<file path="src/rtl/xferPathPkg.sv">
package xferPathPkg;

  localparam int METHOD_COUNT = 4;
  localparam int M_PITCHED  = 0;
  localparam int M_SCALER   = 1;
  localparam int M_BLIT3D   = 2;
  localparam int M_PERPIXEL = 3;

  // Condition strobes handed from the geometry datapath to the decision logic
  typedef struct packed {
    logic scaled;
    logic srcPitchNz;
    logic dstPitchNz;
    logic srcDimOk;
    logic depthsFlat;
    logic dstOfsAligned;
    logic dstPitchAligned;
    logic dstSwzDimOk;
    logic dstInVram;
    logic dstDepthFlat;
    logic dstMinDimOk;
    logic bppInRange;
    logic dstBytePitchless;
  } xferFlags_t;

endpackage

</file>
<file path="src/rtl/xferGeom.sv">
module xferGeom
  import xferPathPkg::*;
#(
  parameter int OFS_W       = 32,
  parameter int PITCH_W     = 16,
  parameter int DIM_W       = 16,
  parameter int CRD_W       = 16,
  parameter int DEPTH_W     = 12,
  parameter int BPP_W       = 3,
  parameter int ALIGN_LOG2  = 6,
  parameter int SRC_DIM_MAX = 1024,
  parameter int DST_DIM_MAX = 2048,
  parameter int MIN_DIM     = 2,
  parameter int MAX_BPP     = 4
) (
  input  logic [PITCH_W-1:0] srcPitch,
  input  logic [DIM_W-1:0]   srcWidth,
  input  logic [DIM_W-1:0]   srcHeight,
  input  logic [DEPTH_W-1:0] srcDepth,
  input  logic [BPP_W-1:0]   srcBpp,
  input  logic [CRD_W-1:0]   srcX0,
  input  logic [CRD_W-1:0]   srcX1,
  input  logic [CRD_W-1:0]   srcY0,
  input  logic [CRD_W-1:0]   srcY1,
  input  logic [OFS_W-1:0]   dstOffset,
  input  logic [PITCH_W-1:0] dstPitch,
  input  logic [DIM_W-1:0]   dstWidth,
  input  logic [DIM_W-1:0]   dstHeight,
  input  logic [DEPTH_W-1:0] dstDepth,
  input  logic [BPP_W-1:0]   dstBpp,
  input  logic [CRD_W-1:0]   dstX0,
  input  logic [CRD_W-1:0]   dstX1,
  input  logic [CRD_W-1:0]   dstY0,
  input  logic [CRD_W-1:0]   dstY1,
  input  logic               dstInVram,
  output xferFlags_t         flags
);

  localparam logic [DIM_W-1:0]   SRC_LIM   = DIM_W'(SRC_DIM_MAX);
  localparam logic [DIM_W-1:0]   DST_LIM   = DIM_W'(DST_DIM_MAX);
  localparam logic [DIM_W-1:0]   DIM_FLOOR = DIM_W'(MIN_DIM);
  localparam logic [BPP_W-1:0]   BPP_LIM   = BPP_W'(MAX_BPP);
  localparam logic [BPP_W-1:0]   BPP_ONE   = BPP_W'(1);
  localparam logic [DEPTH_W-1:0] DEPTH_ONE = DEPTH_W'(1);

  logic [CRD_W-1:0] srcSpanX, srcSpanY, dstSpanX, dstSpanY;
  logic [DIM_W-1:0] srcDimOr, dstDimOr;

  always_comb begin
    srcSpanX = srcX1 - srcX0;
    srcSpanY = srcY1 - srcY0;
    dstSpanX = dstX1 - dstX0;
    dstSpanY = dstY1 - dstY0;
    // size limits compare the bitwise OR of both extents, bit-exact
    srcDimOr = srcWidth | srcHeight;
    dstDimOr = dstWidth | dstHeight;
  end

  always_comb begin
    flags.scaled          = (srcSpanX != dstSpanX) || (srcSpanY != dstSpanY);
    flags.srcPitchNz      = |srcPitch;
    flags.dstPitchNz      = |dstPitch;
    flags.srcDimOk        = (srcDimOr <= SRC_LIM) && (srcWidth >= DIM_FLOOR)
                            && (srcHeight >= DIM_FLOOR);
    flags.depthsFlat      = (srcDepth <= DEPTH_ONE) && (dstDepth <= DEPTH_ONE);
    flags.dstOfsAligned   = ~|dstOffset[ALIGN_LOG2-1:0];
    flags.dstPitchAligned = ~|dstPitch[ALIGN_LOG2-1:0];
    flags.dstSwzDimOk     = (dstDimOr <= DST_LIM) && (dstWidth >= DIM_FLOOR)
                            && (dstHeight >= DIM_FLOOR);
    flags.dstInVram       = dstInVram;
    flags.dstDepthFlat    = dstDepth <= DEPTH_ONE;
    flags.dstMinDimOk     = (dstWidth >= DIM_FLOOR) && (dstHeight >= DIM_FLOOR);
    flags.bppInRange      = (srcBpp <= BPP_LIM) && (dstBpp <= BPP_LIM);
    flags.dstBytePitchless = (dstBpp == BPP_ONE) && ~|dstPitch;
  end

endmodule

</file>
<file path="src/rtl/xferElig.sv">
module xferElig
  import xferPathPkg::*;
(
  input  xferFlags_t              flags,
  input  logic                    hasNewEngine,
  output logic [METHOD_COUNT-1:0] eligible
);

  logic scalerDstOk;

  always_comb begin
    scalerDstOk = flags.dstPitchNz ? (flags.dstInVram && flags.dstPitchAligned)
                                   : flags.dstSwzDimOk;

    eligible[M_PITCHED] = flags.srcPitchNz && flags.dstPitchNz && !flags.scaled;

    eligible[M_SCALER]  = flags.srcPitchNz && flags.srcDimOk && flags.depthsFlat
                          && flags.dstOfsAligned && scalerDstOk;

    eligible[M_BLIT3D]  = hasNewEngine && flags.dstOfsAligned && flags.dstPitchAligned
                          && flags.dstDepthFlat && flags.dstMinDimOk
                          && flags.bppInRange && !flags.dstBytePitchless;

    eligible[M_PERPIXEL] = !flags.scaled;
  end

  // the per-pixel path and the pitched path never serve a scaled move
  always_comb begin
    assert_unscaled_only_R10: assert (!(flags.scaled && (eligible[M_PERPIXEL] || eligible[M_PITCHED])))
      else $error("scaled transfer marked eligible for an unscaled-only path");
  end

endmodule

</file>
<file path="src/rtl/xferPick.sv">
module xferPick
  import xferPathPkg::*;
(
  input  logic [METHOD_COUNT-1:0] eligible,
  output logic [METHOD_COUNT-1:0] methodSel,
  output logic                    noMethod
);

  logic [METHOD_COUNT:0] taken;

  assign taken[0] = 1'b0;

  for (genvar i = 0; i < METHOD_COUNT; i++) begin : gPrio
    assign methodSel[i] = eligible[i] && !taken[i];
    assign taken[i+1]   = taken[i] || eligible[i];
  end

  assign noMethod = !taken[METHOD_COUNT];

  always_comb begin
    assert_onehot_sel_R2: assert ($onehot0(methodSel))
      else $error("more than one method chosen");
    assert_sel_eligible_R2: assert ((methodSel & ~eligible) == '0)
      else $error("chosen method was not eligible");
    assert_empty_when_none_R11: assert (!noMethod || (methodSel == '0))
      else $error("selection present while no method flagged");
  end

endmodule

</file>
<file path="src/rtl/xferPathSelect.sv">
module xferPathSelect
  import xferPathPkg::*;
#(
  parameter int OFS_W       = 32,
  parameter int PITCH_W     = 16,
  parameter int DIM_W       = 16,
  parameter int CRD_W       = 16,
  parameter int DEPTH_W     = 12,
  parameter int BPP_W       = 3,
  parameter int ALIGN_LOG2  = 6,
  parameter int SRC_DIM_MAX = 1024,
  parameter int DST_DIM_MAX = 2048,
  parameter int MIN_DIM     = 2,
  parameter int MAX_BPP     = 4
) (
  input  logic [PITCH_W-1:0]      srcPitch,
  input  logic [DIM_W-1:0]        srcWidth,
  input  logic [DIM_W-1:0]        srcHeight,
  input  logic [DEPTH_W-1:0]      srcDepth,
  input  logic [BPP_W-1:0]        srcBpp,
  input  logic [CRD_W-1:0]        srcX0,
  input  logic [CRD_W-1:0]        srcX1,
  input  logic [CRD_W-1:0]        srcY0,
  input  logic [CRD_W-1:0]        srcY1,
  input  logic [OFS_W-1:0]        dstOffset,
  input  logic [PITCH_W-1:0]      dstPitch,
  input  logic [DIM_W-1:0]        dstWidth,
  input  logic [DIM_W-1:0]        dstHeight,
  input  logic [DEPTH_W-1:0]      dstDepth,
  input  logic [BPP_W-1:0]        dstBpp,
  input  logic [CRD_W-1:0]        dstX0,
  input  logic [CRD_W-1:0]        dstX1,
  input  logic [CRD_W-1:0]        dstY0,
  input  logic [CRD_W-1:0]        dstY1,
  input  logic                    dstInVram,
  input  logic                    hasNewEngine,
  output logic [METHOD_COUNT-1:0] methodSel,
  output logic                    noMethod,
  output logic                    isScaled
);

  localparam logic [BPP_W-1:0] BPP_LIM = BPP_W'(MAX_BPP);

  xferFlags_t              flags;
  logic [METHOD_COUNT-1:0] eligible;

  xferGeom #(
    .OFS_W(OFS_W), .PITCH_W(PITCH_W), .DIM_W(DIM_W), .CRD_W(CRD_W),
    .DEPTH_W(DEPTH_W), .BPP_W(BPP_W), .ALIGN_LOG2(ALIGN_LOG2),
    .SRC_DIM_MAX(SRC_DIM_MAX), .DST_DIM_MAX(DST_DIM_MAX),
    .MIN_DIM(MIN_DIM), .MAX_BPP(MAX_BPP)
  ) i_geom (
    .srcPitch(srcPitch), .srcWidth(srcWidth), .srcHeight(srcHeight),
    .srcDepth(srcDepth), .srcBpp(srcBpp),
    .srcX0(srcX0), .srcX1(srcX1), .srcY0(srcY0), .srcY1(srcY1),
    .dstOffset(dstOffset), .dstPitch(dstPitch), .dstWidth(dstWidth),
    .dstHeight(dstHeight), .dstDepth(dstDepth), .dstBpp(dstBpp),
    .dstX0(dstX0), .dstX1(dstX1), .dstY0(dstY0), .dstY1(dstY1),
    .dstInVram(dstInVram), .flags(flags)
  );

  xferElig i_elig (
    .flags(flags), .hasNewEngine(hasNewEngine), .eligible(eligible)
  );

  xferPick i_pick (
    .eligible(eligible), .methodSel(methodSel), .noMethod(noMethod)
  );

  assign isScaled = flags.scaled;

  always_comb begin
    assert_pitched_unscaled_R3: assert (!(isScaled && methodSel[M_PITCHED]))
      else $error("pitched copy picked for a scaled move");
    assert_scaler_aligned_R5: assert (!methodSel[M_SCALER] || (dstOffset[ALIGN_LOG2-1:0] == '0))
      else $error("scaler picked with misaligned destination");
    assert_blit_engine_R8: assert (hasNewEngine || !methodSel[M_BLIT3D])
      else $error("3D blit picked without the new engine");
    assert_blit_bpp_R9: assert (!methodSel[M_BLIT3D] || ((srcBpp <= BPP_LIM) && (dstBpp <= BPP_LIM)))
      else $error("3D blit picked with oversized pixels");
  end

endmodule

</file>
<file path="config.mk">
export PLATFORM = sky130hd
export DESIGN_NAME = xferPathSelect
export DESIGN_NICKNAME = d
export VERILOG_FILES = /design/src/rtl/xferPathPkg.sv /design/src/rtl/xferGeom.sv /design/src/rtl/xferElig.sv /design/src/rtl/xferPick.sv /design/src/rtl/xferPathSelect.sv
export SDC_FILE = /design/constraint.sdc
export NUM_CORES = 1
export LEC_CHECK = 0
export BUFFER_PORTS_ARGS = -buffer_cell sky130_fd_sc_hd__buf_2
export CAP_MARGIN = 20
export CORE_AREA = 2 2 115 117
export DETAILED_ROUTE_END_ITERATION = 12
export DIE_AREA = 0 0 117 119
export PLACE_DENSITY = 0.61
export SKIP_LAST_GASP = 1
export SYNTH_ARGS = -nofsm -noshare
export SYNTH_HDL_FRONTEND = slang
export SYNTH_HIERARCHICAL = 1
export SYNTH_SLANG_ARGS = --single-unit
</file>
<file path="constraint.sdc">
create_clock -name vclk -period 9.39
set_input_delay 1.4085 -clock vclk [all_inputs]
set_output_delay 1.4085 -clock vclk [all_outputs]
set_load 0.01 [all_outputs]
</file>
After elaboration in Yosys (flattened, before gate mapping)
Cells that the tools add are included.

Output and inout port bits: 6. Flip-flop bits (word level): 0. Logic and storage cells: 61.

$lt $le $gt $ge: 10. Mux-type cells: 1. Reductions and logical operators: 41. Bitwise operators: 2. Add/sub/neg operators: 4. Eq/ne operators: 3.

Operators by type and width (count): >= comparator 16 x 2 -> 1 bit (second input constant) (4); subtractor 16 bit (4); != test 16 bit (2); OR 16 bit (2); OR reduction 16 bit (2); less-or-equal comparator 12 x 1 -> 1 bit (second input constant) (2); logical AND 1 bit (24); less-or-equal comparator 16 x 11 -> 1 bit (second input constant) (1); less-or-equal comparator 16 x 12 -> 1 bit (second input constant) (1); OR reduction 6 bit (2); logical NOT 1 bit (9); less-or-equal comparator 3 bit (second input constant) (2); logical OR 1 bit (4); equality test 3 x 1 -> 1 bit (second input constant) (1); two-way mux 1 bit (1).

Longest topological paths before layout
Word-level depth: 12. Gate-level depth with buffers: 15. Gate-level depth less buffers: 15.

Modules after synthesis
Netlist, hierarchy kept.

Modules (own cells, without submodules): xferGeom (instances 1, area an instance 3713.6 sq um, sequential area each 0.0 sq um, cells each 516); xferElig (instances 1, area an instance 55.1 sq um, sequential area each 0.0 sq um, cells each 9); xferPick (instances 1, area an instance 48.8 sq um, sequential area each 0.0 sq um, cells each 5).

Worst setup path before layout
No wires, ideal clock.

Path kind: in2out. Start: in srcY0[6]. End: out methodSel[3]. Buffers on the path: 0. Path slack: 3824 ps. Required time: 7982 ps. Stages: 14. Data arrival time: 4158 ps. Cells stage by stage: inv_1 > ha_1 > a211oi_2 > o21ai_0 > a211oi_2 > o31ai_2 > or4_1 > and3_1 > xnor2_2 > nor4_2 > nand4_1 > inv_1 > and3_2 > nor4b_2.

Word-level cells in the longest chain between the ends: 9.

Ends and longest elaborated chain: start: declaration (line xferPathSelect.sv:23) `input logic [CRD_W-1:0] srcY0,`; subtractor 16 bit (line xferGeom.sv:51) `srcSpanY = srcY1 - srcY0;`; != test 16 bit (line xferGeom.sv:60) `flags.scaled = (srcSpanX != dstSpanX) || (srcSpanY != dstSpanY);`; logical OR 1 bit (line xferGeom.sv:60); net isScaled (line xferPathSelect.sv:39) `output logic isScaled`; logical NOT 1 bit (line xferElig.sv:24) `eligible[M_PERPIXEL] = !flags.scaled;`; net eligible[3] (line xferPathSelect.sv:45) `logic [METHOD_COUNT-1:0] eligible;`; logical AND 1 bit (line xferElig.sv:15) `eligible[M_PITCHED] = flags.srcPitchNz && flags.dstPitchNz && !flags.scaled;`; net eligible[0] (line xferPathSelect.sv:45); logical OR 1 bit (2 in series) (line xferPick.sv:15) `assign taken[i+1] = taken[i] || eligible[i];`; logical NOT 1 bit (line xferPick.sv:14) `assign methodSel[i] = eligible[i] && !taken[i];`; logical AND 1 bit (line xferPick.sv:14); end: declaration (line xferPathSelect.sv:37) `output logic [METHOD_COUNT-1:0] methodSel,`.

The timed path passes the listed nets, and every way through them passes these cells.

Final worst setup path
Start: in dstX0[0]. End: out methodSel[2].

Word-level cells in the longest chain between the ends: 8.

Ends and longest elaborated chain: start: declaration (line xferPathSelect.sv:31) `input logic [CRD_W-1:0] dstX0,`; subtractor 16 bit (line xferGeom.sv:52) `dstSpanX = dstX1 - dstX0;`; != test 16 bit (line xferGeom.sv:60); logical OR 1 bit (line xferGeom.sv:60); logical NOT 1 bit; net eligible[3] (line xferPathSelect.sv:45); logical AND 1 bit (line xferElig.sv:15); logical OR 1 bit (line xferPick.sv:15); logical NOT 1 bit (line xferPick.sv:14); logical AND 1 bit (line xferPick.sv:14).

The timed path passes the listed nets, and every way through them passes these cells.

==> out/qor.csv <==
metric,value,unit
fillers,1408,
run status,"finished, final reports clean",
Starting Density,0.297,
crit-path max FO,5,
design area,0.00535,mm^2
syn nets,886,
drt via density,4.87,
fin util,0.416,
placed inst area,0.00535,mm^2
Multi-input gate area,0.00352,mm^2
Synth Area per Inst,7.20,um^2
final hold violation count,0,
First-pass DRT Iterations,4,
WL/cell,13.9,um
metal2 WL,6.36,mm
die height,119,um
DIE AREA,0.0139,mm^2
MaxCap Viol Count,0,
Final min period,6.13,ns
Hold Path Cell Cnt,5,
crit share post-route,0.653,
Vias,4720,
Netlist cell types,64,
drt drc,0,
DR top layer,met4,
most common cell in the netlist,inv_1,
Synth top cells by count,"inv_1, ha_1, xnor2_1, nor2_1, a21oi_1",
vias in the first global route,4383,
post-cts resize count,0,
# clk buffers,0,
"area leader, netlist",ha_1,
Synth warnings,6,
"Setup Fix Bufs, Post-CTS",0,
HP Start,hasNewEngine,
n_diodes,0,
share of cells above drive strength 1,0.365,
Total GRT Usage,0.178,
Top Ports,294,
slew of the pin with the lowest slew margin,0.684,ns
Leak,0.00282,uW
Die W,117,um
post-DP HPWL,12.4,mm
Critical Path AT,4.72,ns
top cell type's share of synthesized area,0.210,
Synth area leaders,"ha_1, xnor2_1, inv_1",
antenna violations before repair,1,
remaining global-route overflow,0,
Worst Hold Class,in2out,
FF+latch area,0,um^2
RSZ-0062 raised after global routing,false,
Area Growth Syn to Fin,40.2,%
Total Neg Setup Slack,0,ns
Min-Delay Endpoint,noMethod,
sequential share of the synthesized area,0,
Site Rows,42,
Final Setup Violations,0,
first-pass GRT wire length,20.2,mm
"antenna viol nets, final",0,
crit end category,output port,
met3 routed WL,863,um
drt total wl,13.5,mm
Hold Buf Count CTS,0,
Setup CP Type,in2out,
post-synthesis instance area,0.00382,mm^2
PD cells,66.3,mW/mm^2
FFs & Latches,0,
Max Slew Vio Count,0,
Syn Inst Count,530,
CP Launch Type,primary input,
Max IR drop VDD,0.0000262,V
worst endpoint required time,7.98,ns
layout net count,1152,
overall power,355,uW
Routability Congestion,0.867,
Routed met1 length,6.17,mm
Slew HR,0.540,
drt first-iter violations,142,
largest net degree at the start of global routing,8,
IO buf count,266,
CORE AREA,0.0129,mm^2
Max Fclk,0.163,GHz
-- placed cells by master (no fill, tap or decap), drive strengths merged, types with 3 or more instances in the layout --
| cell | count |
|---|---|
| nor4b | 3 |
| nor3 | 22 |
| and4 | 4 |
| o22ai | 3 |
| o21a | 5 |
| nand2 | 21 |
| nor2 | 29 |
| a211oi | 4 |
| a31oi | 5 |
| or4 | 8 |
| nand3b | 3 |
| ha | 64 |
| buf | 266 |
| nor2b | 4 |
| and3 | 10 |
| fa | 4 |
| nand2b | 11 |
| nor4 | 25 |
| a21boi | 3 |
| inv | 75 |
| xnor2 | 63 |
| o21ai | 26 |
| and2 | 6 |
| nand3 | 15 |
| o221ai | 3 |
| nand4 | 10 |
| or3 | 7 |
| a21oi | 30 |
| a21o | 11 |
| o31ai | 6 |
| xor2 | 23 |
-- cell families after synthesis --
kind of cell / synth area share
xor gates and xnor gates: 0.199
adders and majority gates: 0.231
buffers and inverters: 0.0777
AOI/OAI and AO/OA: 0.216
muxes: 0.00262
and+or+nand+nor: 0.274
-- routing by layer --
metal  global-route usage  up-vias
li1                     -     2441
met3              0.00509        6
met2                0.315      179
met1                0.252     2094
met4              0.00515        0
met5                    0        -
-- metrics by stage --
| step | worst slack, ns | std cells | hold slack (ns) |
|---|---|---|---|
| 6_report | 3.26 | 970 | 3.35 |
| 2_1_floorplan | 3.82 | 530 | 3.09 |
| 4_1_cts | 3.22 | 970 | 3.35 |
| 5_1_grt | 3.04 | 970 | 3.38 |
| 3_3_place_gp | 3.25 | 970 | 3.34 |
| 3_5_place_dp | 3.23 | 970 | 3.35 |
-- power breakdown --
part	total [uW]	internal, uW	switching [uW]	leakage, uW
Combinational	355	178	177	0.00282
Sequential	0	0	0	0
Clock	0	0	0	0
Total	355	178	177	0.00282
-- critical path, stage by stage --
cell	delay [ns]
buf_2	0.11
ha_1	0.20
fa_1	0.43
nand2b_1	0.19
a21oi_1	0.20
o21ai_0	0.20
o21ai_1	0.30
a221oi_1	0.14
xnor2_1	0.25
xnor2_1	0.16
nor4_2	0.35
nand4_1	0.18
inv_1	0.12
and3_2	0.25
nor3b_1	0.06
buf_2	0.16
-- layout make-up --
cell class,instances,area share
multi-input combinational,453,0.658
inverter,75,0.0526
timing repair buffer,266,0.249
tap,176,0.0411
-- how the worst max path moves through the flow --
| stage | start | to | cells past startpoint |
|---|---|---|---|
| 2_1_floorplan | srcY0[6] | methodSel[3] | 14 |
| 3_3_place_gp | dstX0[0] | methodSel[2] | 16 |
| 3_5_place_dp | dstX0[0] | methodSel[2] | 16 |
| 4_1_cts | dstX0[0] | methodSel[2] | 16 |
| 5_1_grt | dstX1[0] | methodSel[2] | 17 |
| 6_report | dstX0[0] | methodSel[2] | 16 |
No activity file was read; power rests on OpenSTA's default activity.
